--- src/rtl/seqptr_pkg.sv ---
package seqptr_pkg;
    typedef enum logic [2:0] {
        ST_RUN  = 3'b001,
        ST_PEND = 3'b010,
        ST_WAIT = 3'b100
    } ptr_state_t;

    typedef enum logic [2:0] {
        SEL_HOLD,
        SEL_STAGE,
        SEL_START1,
        SEL_START2,
        SEL_COUNT
    } ptr_sel_t;

    localparam int NUM_PRESETS = 4;
    localparam logic [1:0] CFG_START1 = 2'd0;
    localparam logic [1:0] CFG_END1   = 2'd1;
    localparam logic [1:0] CFG_START2 = 2'd2;
    localparam logic [1:0] CFG_END2   = 2'd3;
endpackage

--- src/rtl/seqptr_presets.sv ---
module seqptr_presets #(
    parameter int AW = 13
) (
    input  logic          clk,
    input  logic          rst_n,
    input  logic          we,
    input  logic [1:0]    waddr,
    input  logic [AW-1:0] wdata,
    output logic [AW-1:0] start1,
    output logic [AW-1:0] end1,
    output logic [AW-1:0] start2,
    output logic [AW-1:0] end2
);
    import seqptr_pkg::*;

    logic [AW-1:0] slot_q [NUM_PRESETS];

    for (genvar g = 0; g < NUM_PRESETS; g++) begin : g_slot
        always_ff @(posedge clk) begin
            if (!rst_n) begin
                slot_q[g] <= '0;
            end else if (we && waddr == 2'(g)) begin
                slot_q[g] <= wdata;
            end
        end
    end

    assign start1 = slot_q[CFG_START1];
    assign end1   = slot_q[CFG_END1];
    assign start2 = slot_q[CFG_START2];
    assign end2   = slot_q[CFG_END2];

    AST_CFG_WRITE_LANDS: assert property (@(posedge clk) disable iff (!rst_n)
        (we && waddr == CFG_END1) |=> (end1 == $past(wdata))) else $error("cfg write");
endmodule

--- src/rtl/seqptr_ctrl.sv ---
module seqptr_ctrl (
    input  logic                   clk,
    input  logic                   rst_n,
    input  logic                   ld_n,
    input  logic                   strt1_n,
    input  logic                   strt2_n,
    input  logic                   cnt_en,
    output seqptr_pkg::ptr_sel_t   sel,
    output logic                   capture,
    output logic                   collide,
    output logic                   data_ready,
    output seqptr_pkg::ptr_state_t state
);
    import seqptr_pkg::*;

    ptr_state_t state_q, state_d;

    always_ff @(posedge clk) begin
        if (!rst_n) begin
            state_q <= ST_RUN;
        end else begin
            state_q <= state_d;
        end
    end

    always_comb begin
        state_d    = ST_RUN;
        sel        = SEL_HOLD;
        capture    = 1'b0;
        collide    = 1'b0;
        data_ready = (state_q == ST_RUN);
        unique case (state_q)
            ST_PEND: begin
                sel     = SEL_STAGE;
                capture = !ld_n;
                collide = !strt1_n || !strt2_n;
                state_d = ld_n ? ST_WAIT : ST_PEND;
            end
            ST_RUN, ST_WAIT: begin
                if (!ld_n) begin
                    capture = 1'b1;
                    collide = !strt1_n || !strt2_n;
                    state_d = ST_PEND;
                end else if (!strt1_n) begin
                    sel = SEL_START1;
                end else if (!strt2_n) begin
                    sel = SEL_START2;
                end else if (cnt_en) begin
                    sel = SEL_COUNT;
                end
            end
            default: state_d = ST_RUN;
        endcase
    end

    assign state = state_q;

    AST_STATE_ONEHOT: assert property (@(posedge clk) disable iff (!rst_n)
        $onehot(state_q)) else $error("state encoding");
    AST_NOT_READY_AFTER_APPLY: assert property (@(posedge clk) disable iff (!rst_n)
        (state_q == ST_PEND && ld_n) |=> !data_ready) else $error("ready early");
    AST_READY_AFTER_SETTLE: assert property (@(posedge clk) disable iff (!rst_n)
        (state_q == ST_WAIT && ld_n) |=> data_ready) else $error("ready late");
endmodule

--- src/rtl/seqptr_next.sv ---
module seqptr_next #(
    parameter int AW = 13
) (
    input  seqptr_pkg::ptr_sel_t sel,
    input  logic [AW-1:0]        cur,
    input  logic [AW-1:0]        staged,
    input  logic [AW-1:0]        start1,
    input  logic [AW-1:0]        end1,
    input  logic [AW-1:0]        start2,
    input  logic [AW-1:0]        end2,
    output logic [AW-1:0]        nxt
);
    import seqptr_pkg::*;

    always_comb begin
        nxt = cur;
        unique case (sel)
            SEL_HOLD:   nxt = cur;
            SEL_STAGE:  nxt = staged;
            SEL_START1: nxt = start1;
            SEL_START2: nxt = start2;
            SEL_COUNT: begin
                if (cur == end1) begin
                    nxt = start1;
                end else if (cur == end2) begin
                    nxt = start2;
                end else begin
                    nxt = cur + AW'(1);
                end
            end
            default: nxt = cur;
        endcase
    end
endmodule

--- src/rtl/seq_addr_pointer.sv ---
module seq_addr_pointer #(
    parameter int AW = 13,
    parameter int DW = 16
) (
    input  logic          clk,
    input  logic          rst_n,
    input  logic          ld_n,
    input  logic          strt1_n,
    input  logic          strt2_n,
    input  logic          cnt_en,
    input  logic [DW-1:0] sio,
    input  logic          cfg_we,
    input  logic [1:0]    cfg_addr,
    input  logic [AW-1:0] cfg_wdata,
    output logic [AW-1:0] ptr,
    output logic          data_ready,
    output logic          illegal_strobe,
    output logic          addr_hi_err
);
    import seqptr_pkg::*;

    localparam int HIW = DW - AW;

    logic [AW-1:0] ptr_q, stage_q, ptr_d;
    logic [AW-1:0] start1, end1, start2, end2;
    logic          capture, collide, ill_q, herr_q;
    ptr_sel_t      sel;
    ptr_state_t    state;

    seqptr_presets #(.AW(AW)) u_presets (
        .clk(clk), .rst_n(rst_n), .we(cfg_we), .waddr(cfg_addr), .wdata(cfg_wdata),
        .start1(start1), .end1(end1), .start2(start2), .end2(end2)
    );

    seqptr_ctrl u_ctrl (
        .clk(clk), .rst_n(rst_n), .ld_n(ld_n), .strt1_n(strt1_n), .strt2_n(strt2_n),
        .cnt_en(cnt_en), .sel(sel), .capture(capture), .collide(collide),
        .data_ready(data_ready), .state(state)
    );

    seqptr_next #(.AW(AW)) u_next (
        .sel(sel), .cur(ptr_q), .staged(stage_q), .start1(start1), .end1(end1),
        .start2(start2), .end2(end2), .nxt(ptr_d)
    );

    always_ff @(posedge clk) begin
        if (!rst_n) begin
            ptr_q   <= '0;
            stage_q <= '0;
            ill_q   <= 1'b0;
            herr_q  <= 1'b0;
        end else begin
            ptr_q  <= ptr_d;
            ill_q  <= collide;
            herr_q <= !ld_n && (sio[DW-1:AW] != {HIW{1'b1}});
            if (capture) begin
                stage_q <= sio[AW-1:0];
            end
        end
    end

    assign ptr            = ptr_q;
    assign illegal_strobe = ill_q;
    assign addr_hi_err    = herr_q;

    AST_FREEZE_ON_SAMPLE: assert property (@(posedge clk) disable iff (!rst_n)
        (!ld_n && state != ST_PEND) |=> (ptr == $past(ptr))) else $error("moved on sample");
    AST_APPLY_STAGED: assert property (@(posedge clk) disable iff (!rst_n)
        (state == ST_PEND) |=> (ptr == $past(stage_q))) else $error("stage not applied");
    AST_COLLIDE_FLAG: assert property (@(posedge clk) disable iff (!rst_n)
        (!ld_n && !strt1_n) |=> illegal_strobe) else $error("collision missed");
    AST_HI_BITS_FLAG: assert property (@(posedge clk) disable iff (!rst_n)
        (!ld_n && !sio[DW-1]) |=> addr_hi_err) else $error("hi bits missed");
    AST_NO_OVERFLOW: assert property (@(posedge clk) disable iff (!rst_n)
        (sel == SEL_COUNT && ptr == {AW{1'b1}} && end1 != {AW{1'b1}} && end2 != {AW{1'b1}})
        |=> (ptr == '0)) else $error("wrap");
endmodule

--- config.mk ---
export PLATFORM = sky130hd
export DESIGN_NAME = seq_addr_pointer
export DESIGN_NICKNAME = d
export VERILOG_FILES = /design/src/rtl/seqptr_pkg.sv /design/src/rtl/seqptr_presets.sv /design/src/rtl/seqptr_ctrl.sv /design/src/rtl/seqptr_next.sv /design/src/rtl/seq_addr_pointer.sv
export SDC_FILE = /design/constraint.sdc
export NUM_CORES = 1
export LEC_CHECK = 0
export ABC_AREA = 1
export CAP_MARGIN = 15
export CORE_MARGIN = 4
export CORE_UTILIZATION = 55
export DETAILED_ROUTE_END_ITERATION = 16
export GPL_TIMING_DRIVEN = 0
export MAX_ROUTING_LAYER = met4
export PLACE_DENSITY = 0.86
export SLEW_MARGIN = 40
export SYNTH_ARGS = -nofsm -noshare
export SYNTH_HDL_FRONTEND = slang
export SYNTH_SLANG_ARGS = --single-unit
--- constraint.sdc ---
create_clock -name clk -period 1.9 [get_ports clk]
set_input_delay 0.38 -clock clk [delete_from_list [all_inputs] [get_ports clk]]
set_output_delay 0.38 -clock clk [all_outputs]
set_load 0.005 [all_outputs]
==> metrics.csv, run 1 <==
metric;value;unit
status;complete, no violations;
number of global-route vias before repair;4105;
DRC;0;
GP Congestion;0.945;
worst reg-to-reg setup slack;0.03;ns
# Max-Cap Violations;0;
CP peak stage delay;0.42;ns
die area;0.0105;mm2
XOR/XNOR Fraction of Synth Area;2.31;%
# clock sinks;83;
worst-margin pin slew;0.617;ns
Post-Syn Instances;680;
# H-tree levels;3;
Inserted Clock Buffers;9;
num rows;34;
largest net degree at the start of global routing;16;
final worst path period need;1.87;ns
Hold WC Path Type;in -> reg;
crit-path cells;xor2_1, nor2_1, nand2_1, nor2_4, nand2_4, buf_12, nand3_2, nand2_1, nand2_1, nand2_2, a21oi_2;
Layout Nets;800;
adder-cell share of the synthesized area;0.254;%
most frequent cells in the layout;156 x nand2_1, 150 x nor2_1, 82 x inv_1;
cells on worst reg2reg path;11;
area of placed instances;0.00559;mm2
total negative slack;0;ns
Avg WL per Cell;16.0;um
final setup violation count;0;
endpoints failing hold;0;
Critical Path Start Type;flip-flop;
Clock transition at path regs;0.09;ns
core area;0.00872;mm2
initial drt markers;395;
# diodes;0;
Mapped Area;0.00493;mm2
commonest non-fill, non-tap cell in the layout;nand2_1;
maximum clock frequency;0.534;GHz
Yosys warning count;0;
DRT Wirelength;14000;um
final core area utilization;70.7;%
Finished Cell Area;0.00616;mm2
WP data required;2.18;ns
CP Class;reg -> reg;
synthesized area per cell;7.26;um2
post-synthesis compound-gate area fraction;4.82;%
DR pass1 iterations;5;
PD cells;733;mW/mm2
P_int;3.11;mW
crit-path max FO;6;
chip width;103;um
sequential share of power;48.2;%
Layout area overhead;24.9;%
die height;103;um
CTS Buffer Depth;2;
combinational power share;22.8;%
Ports;54;
post-synthesis net count;719;
root buffer cell;clkbuf_8;
worst path bufs/invs;1;
Leak;2.81;nW
CTS tree;done;
antenna violations before repair;0;
antenna viol nets, final;0;
period utilization;98.5;%
Vias;4636;
worst setup path startpoint;u_presets.slot_q[1][0]$_SDFFCE_PN0P_;
main combinational cell family by area after synthesis;simple AND/OR/NAND/NOR gates;
met2 usage;43.0;%
Crit Reg-Reg Startpoint;u_presets.slot_q[1][0]$_SDFFCE_PN0P_;
first-pass GRT wire length;20700;um
Net Sw Power;1.41;mW
met1 GRT Util;34.4;%
total track usage;27.1;%
synthesized flop and latch total;83;
Worst Skew;0.0136;ns
Initial Util;56.6;%
port bufs;52;
Seq/Total Area, Yosys;44.2;%
Crit. End Element;flip-flop;
global routing's busiest layer;met2;
RSZ-0062 raised after global routing;true;
hold path start;ld_n;
dpl cells;840;
Worst Hold End;u_ctrl.state[0]$_SDFF_PN1_;
fin cells;874;
layout cells sized above 1;19.5;%
GR Util met3;3.04;%
total grt overflow;0;
simple-gate area share of the yosys netlist;37.6;%
mux cell area share after synthesis;0;%
switching share of power;31.1;%
cell family contributing the most delay on the critical path;simple AND/OR/NAND/NOR gates;
most frequent CP cell;nand2_1;
Filler cells;707;
Final HPWL DP;10500;um
Hold Path Cell Cnt;3;
Netlist cell types;34;
critical path's slowest cell;edfxtp_1;
vias per cell;5.30;
Clock power frac;29.0;%
final slew viol count;0;
terminus of the critical flop-to-flop path;ptr[0]$_SDFFE_PN0P_;
Slew HR;58.9;%
crit path DAT;2.15;ns
Worst-Skew Late Latency;0.36;ns
Peak supply drop;589;uV
[layout make-up]
class | count | area (um2) | share of cell area (%)
buffer | 27 | 236 | 3.84
clock buffer | 10 | 128 | 2.07
clock inverter | 6 | 72.6 | 1.18
inverter | 95 | 367 | 5.95
multi-input combinational | 474 | 2340 | 37.9
sequential | 83 | 2200 | 35.8
tap | 108 | 135 | 2.19
timing repair buffer | 71 | 683 | 11.1
[tightest hold or removal path: cells and delay by family]
kind | cells | cell delay [ns]
buf+inv | 1 | 0.21
simple gates | 2 | 0.15
[cell families after synthesis]
| logic type | Yosys count |
|---|---|
| compound gates | 37 |
| xor+xnor | 13 |
| fa+ha+maj | 1 |
| buf+inv | 123 |
| flops | 83 |
| simple gates | 423 |
[sequential cells by signal (all words and copies together), names as in the netlist]
name              flops
u_presets.slot_q     52
ptr                  13
stage_q              13
addr_hi_err           1
illegal_strobe        1
u_ctrl.state          3
[metal layers]
metal  share of wire, %  wire, um
met1                 41      5780
met2                 48      6660
met3                6.2       873
met4                4.9       692
met5                  0         0
[cells in the mapped netlist]
| master | number | area (um2) |
|---|---|---|
| nor2_4 | 4 | 45.0 |
| buf_4 | 9 | 67.6 |
| a21oi_1 | 3 | 15.0 |
| nand2_8 | 1 | 20.0 |
| inv_4 | 1 | 6.26 |
| inv_2 | 9 | 33.8 |
| nand3_2 | 11 | 110 |
| a21oi_2 | 10 | 87.6 |
| ha_1 | 1 | 12.5 |
| nor2_1 | 150 | 563 |
| buf_1 | 1 | 3.75 |
| nor3b_4 | 1 | 18.8 |
| clkbuf_1 | 9 | 33.8 |
| nor2_2 | 7 | 43.8 |
| a2111oi_0 | 1 | 8.76 |
| nand2_1 | 182 | 683 |
| nand2_2 | 2 | 12.5 |
| xor2_1 | 7 | 61.3 |
| edfxtp_1 | 52 | 1560 |
| nor3b_1 | 1 | 7.51 |
| buf_6 | 4 | 45.0 |
| nor3_2 | 1 | 10.0 |
| nand4_1 | 9 | 56.3 |
| dfxtp_1 | 31 | 621 |
| o21ai_1 | 4 | 20.0 |
| nand2_4 | 2 | 22.5 |
| nand3_1 | 50 | 250 |
| xnor2_1 | 6 | 52.6 |
| nor3_1 | 2 | 10.0 |
| inv_1 | 85 | 319 |
| clkbuf_2 | 1 | 5.00 |
| o21ai_0 | 18 | 90.1 |
| buf_2 | 4 | 20.0 |
| a21oi_4 | 1 | 16.3 |
[metrics by stage]
step / worst slack [ns] / hold slack (ns) / power, mW
final: 0.0288 / 0.413 / 4.52
after floorplan: 0.307 / 0.479 / 2.76
after global routing: -0.0523 / 0.418 / 4.70
after CTS: 0.00445 / 0.528 / 4.42
after global placement: -0.792 / 0.498 / 3.09
after detailed placement: -0.900 / 0.503 / 3.13
[power by group through the flow]
stage / clock network [mW] / registers, mW / logic, mW
after detailed placement: 0 / 2.21 / 0.915
after CTS: 1.31 / 2.17 / 0.949
final: 1.31 / 2.18 / 1.03
after global placement: 0 / 2.20 / 0.895
after floorplan: 0 / 2.17 / 0.595
after global routing: 1.38 / 2.19 / 1.13
[timing repair]
item,4_1_cts,5_1_grt
resized for setup,25,60
buffers inserted,5,10
gates cloned,0,4
hold buffers,0,0
setup endpoints to repair,63,20
pin swaps,4,23
[worst max-delay path by stage]
stage	end	slack, ns	cells past startpoint
after detailed placement	u_presets.slot_q[0][8]$_SDFFCE_PN0P_	-0.90	4
after floorplan	ptr[6]$_SDFFE_PN0P_	0.31	11
after global placement	u_presets.slot_q[2][8]$_SDFFCE_PN0P_	-0.79	4
final	ptr[0]$_SDFFE_PN0P_	0.03	11
after global routing	ptr[0]$_SDFFE_PN0P_	-0.05	15
after CTS	ptr[11]$_SDFFE_PN0P_	0.004	11
Power figures use the tool's default switching activity.
==> inputs of run 2 (changes only) <==
--- a/config.mk
+++ b/config.mk
@@ -12,7 +12,7 @@
 export DETAILED_ROUTE_END_ITERATION = 16
 export GPL_TIMING_DRIVEN = 0
 export MAX_ROUTING_LAYER = met4
-export PLACE_DENSITY = 0.86
+export PLACE_DENSITY = 0.78
 export SLEW_MARGIN = 40
 export SYNTH_ARGS = -nofsm -noshare
 export SYNTH_HDL_FRONTEND = slang
==> run 2 against run 1 <==
Sequential power is essentially flat. Sequential share of layout area grew 1.0 points. First-iteration DRC count shrank 11%. Clock power shrank 5%. Final cell count shrank 1.0%. Cell area shrank 2.8%. Via count shrank 3.4%. Maximum frequency grew 2.3%. Non-clock buffer count shrank 9. Die area is the same. Total power shrank 2.7%. Critical endpoint is now ptr[2]$_SDFFE_PN0P_. Highest routed layer unchanged.
==> metrics.csv, run 2 (synthesis results as in run 1) <==
metric;value;unit
status;complete, no violations;
DR pass1 iterations;7;
# clock sinks;83;
total grt overflow;0;
# diodes;0;
GP Congestion;0.902;
DRC;0;
Hold WC Path Type;reg -> reg;
critical path's slowest cell;dfxtp_1;
maximum clock frequency;0.547;GHz
layout cells sized above 1;17.0;%
die height;103;um
fin cells;865;
Clock transition at path regs;0.11;ns
final core area utilization;68.7;%
Initial Util;56.6;%
hold slack final;0.529;ns
Design Power;4.40;mW
Slew HR;54.3;%
Leak;2.74;nW
Ports;54;
antenna viol nets, final;0;
final slew viol count;0;
worst-margin pin slew;0.685;ns
area of placed instances;0.00559;mm2
crit-path max FO;10;
CP Class;reg -> reg;
worst path bufs/invs;2;
Worst-Skew Late Latency;0.37;ns
final worst path period need;1.83;ns
PD cells;734;mW/mm2
Hold-fix buffers, CTS;0;
port bufs;52;
Inserted Clock Buffers;9;
most frequent cells in the layout;165 x nand2_1, 147 x nor2_1, 84 x inv_1;
initial drt markers;351;
final setup violation count;0;
largest reg by FF count;u_presets.slot_q;
crit path DAT;2.05;ns
first-pass GRT wire length;21100;um
WP data required;2.12;ns
number of global-route vias before repair;4227;
Critical Path Start Type;flip-flop;
# H-tree levels;3;
total track usage;27.4;%
vias per cell;5.18;
CTS Buffer Depth;2;
die area;0.0105;mm2
CTS tree;done;
Worst Skew;0.0163;ns
Layout area overhead;21.4;%
commonest non-fill, non-tap cell in the layout;nand2_1;
RSZ-0062 raised after global routing;true;
root buffer cell;clkbuf_8;
antenna violations before repair;0;
Peak supply drop;459;uV
# Max-Cap Violations;0;
dpl cells;840;
Layout Nets;791;
endpoints failing hold;0;
cell family contributing the most delay on the critical path;simple AND/OR/NAND/NOR gates;
crit-path cells;buf_2, xnor2_1, nand3_1, nor2_2, nand2_2, buf_6, nand2_1, nand3_2, nand2_1, nand2_1, nand2_1, a21oi_2;
chip width;103;um
most frequent CP cell;nand2_1;
num rows;34;
Avg WL per Cell;15.8;um
Final HPWL DP;10100;um
core area;0.00872;mm2
Finished Cell Area;0.00599;mm2
DRT Wirelength;13700;um
Crit. End Element;flip-flop;
CP peak stage delay;0.33;ns
Vias;4479;
period utilization;96.3;%
largest net degree at the start of global routing;17;
max FFs per register;52;
[run 2: per-stage QoR]
| step | worst slack, ns | TNS, ns |
|---|---|---|
| after floorplan | 0.307 | 0 |
| after detailed placement | -0.879 | -54.77 |
| after CTS | 0.00203 | 0 |
| after global routing | -0.0134 | -0.0335 |
| final | 0.0711 | 0 |
| after global placement | -0.824 | -49.61 |
[run 2: worst register-to-register path: stages, from the launching register on]
cell and delay [ns]:
dfxtp_1 0.33, buf_2 0.17, xnor2_1 0.22, nand3_1 0.12, nor2_2 0.13, nand2_2 0.09
buf_6 0.15, nand2_1 0.11, nand3_2 0.07, nand2_1 0.06, nand2_1 0.09, nand2_1 0.09
a21oi_2 0.05
[run 2: layout make-up]
cell class,instances,area [um2]
plain buffers,28,229
clock buffers,9,124
clock inverters,7,58.8
fillers,732,2730
inverters,95,362
multi-input cells,474,2290
flip-flops and latches,83,2200
well taps,108,135
repair buffers,61,587
[run 2: path summary, 6_finish.rpt]
path / slack (ns) / startpoint / cells after the start / end
setup / recovery: 0.07 / ptr[11]$_SDFFE_PN0P_ / 12 / ptr[2]$_SDFFE_PN0P_
hold / removal: 0.53 / ptr[12]$_SDFFE_PN0P_ / 2 / ptr[12]$_SDFFE_PN0P_
hold reg to reg: 0.53 / ptr[12]$_SDFFE_PN0P_ / 2 / ptr[12]$_SDFFE_PN0P_
setup reg to reg: 0.07 / ptr[11]$_SDFFE_PN0P_ / 12 / ptr[2]$_SDFFE_PN0P_
[run 2: per-layer routing]
metal	global-route usage (%)	up-vias	routed length, um	part of all wire (%)
met1	33.7	2031	5760	42
met4	9.89	0	329	2.4
met5	-	-	0	0
li1	-	2255	-	-
met3	3.72	27	863	6.3
met2	46.1	166	6730	49
[run 2: where the power goes]
part / leakage, nW / switching [mW] / total (mW) / internal, mW
registers: 0.772 / 0.108 / 2.17 / 2.07
logic: 1.87 / 0.582 / 0.979 / 0.397
clock network: 0.0921 / 0.747 / 1.24 / 0.496
total: 2.74 / 1.44 / 4.40 / 2.96
[run 2: what timing repair did]
item	in CTS	in global routing
gates resized for setup	20	43
buffers inserted	2	6
cloned	0	1
setup endpoints to repair	63	73
pin swaps	1	8
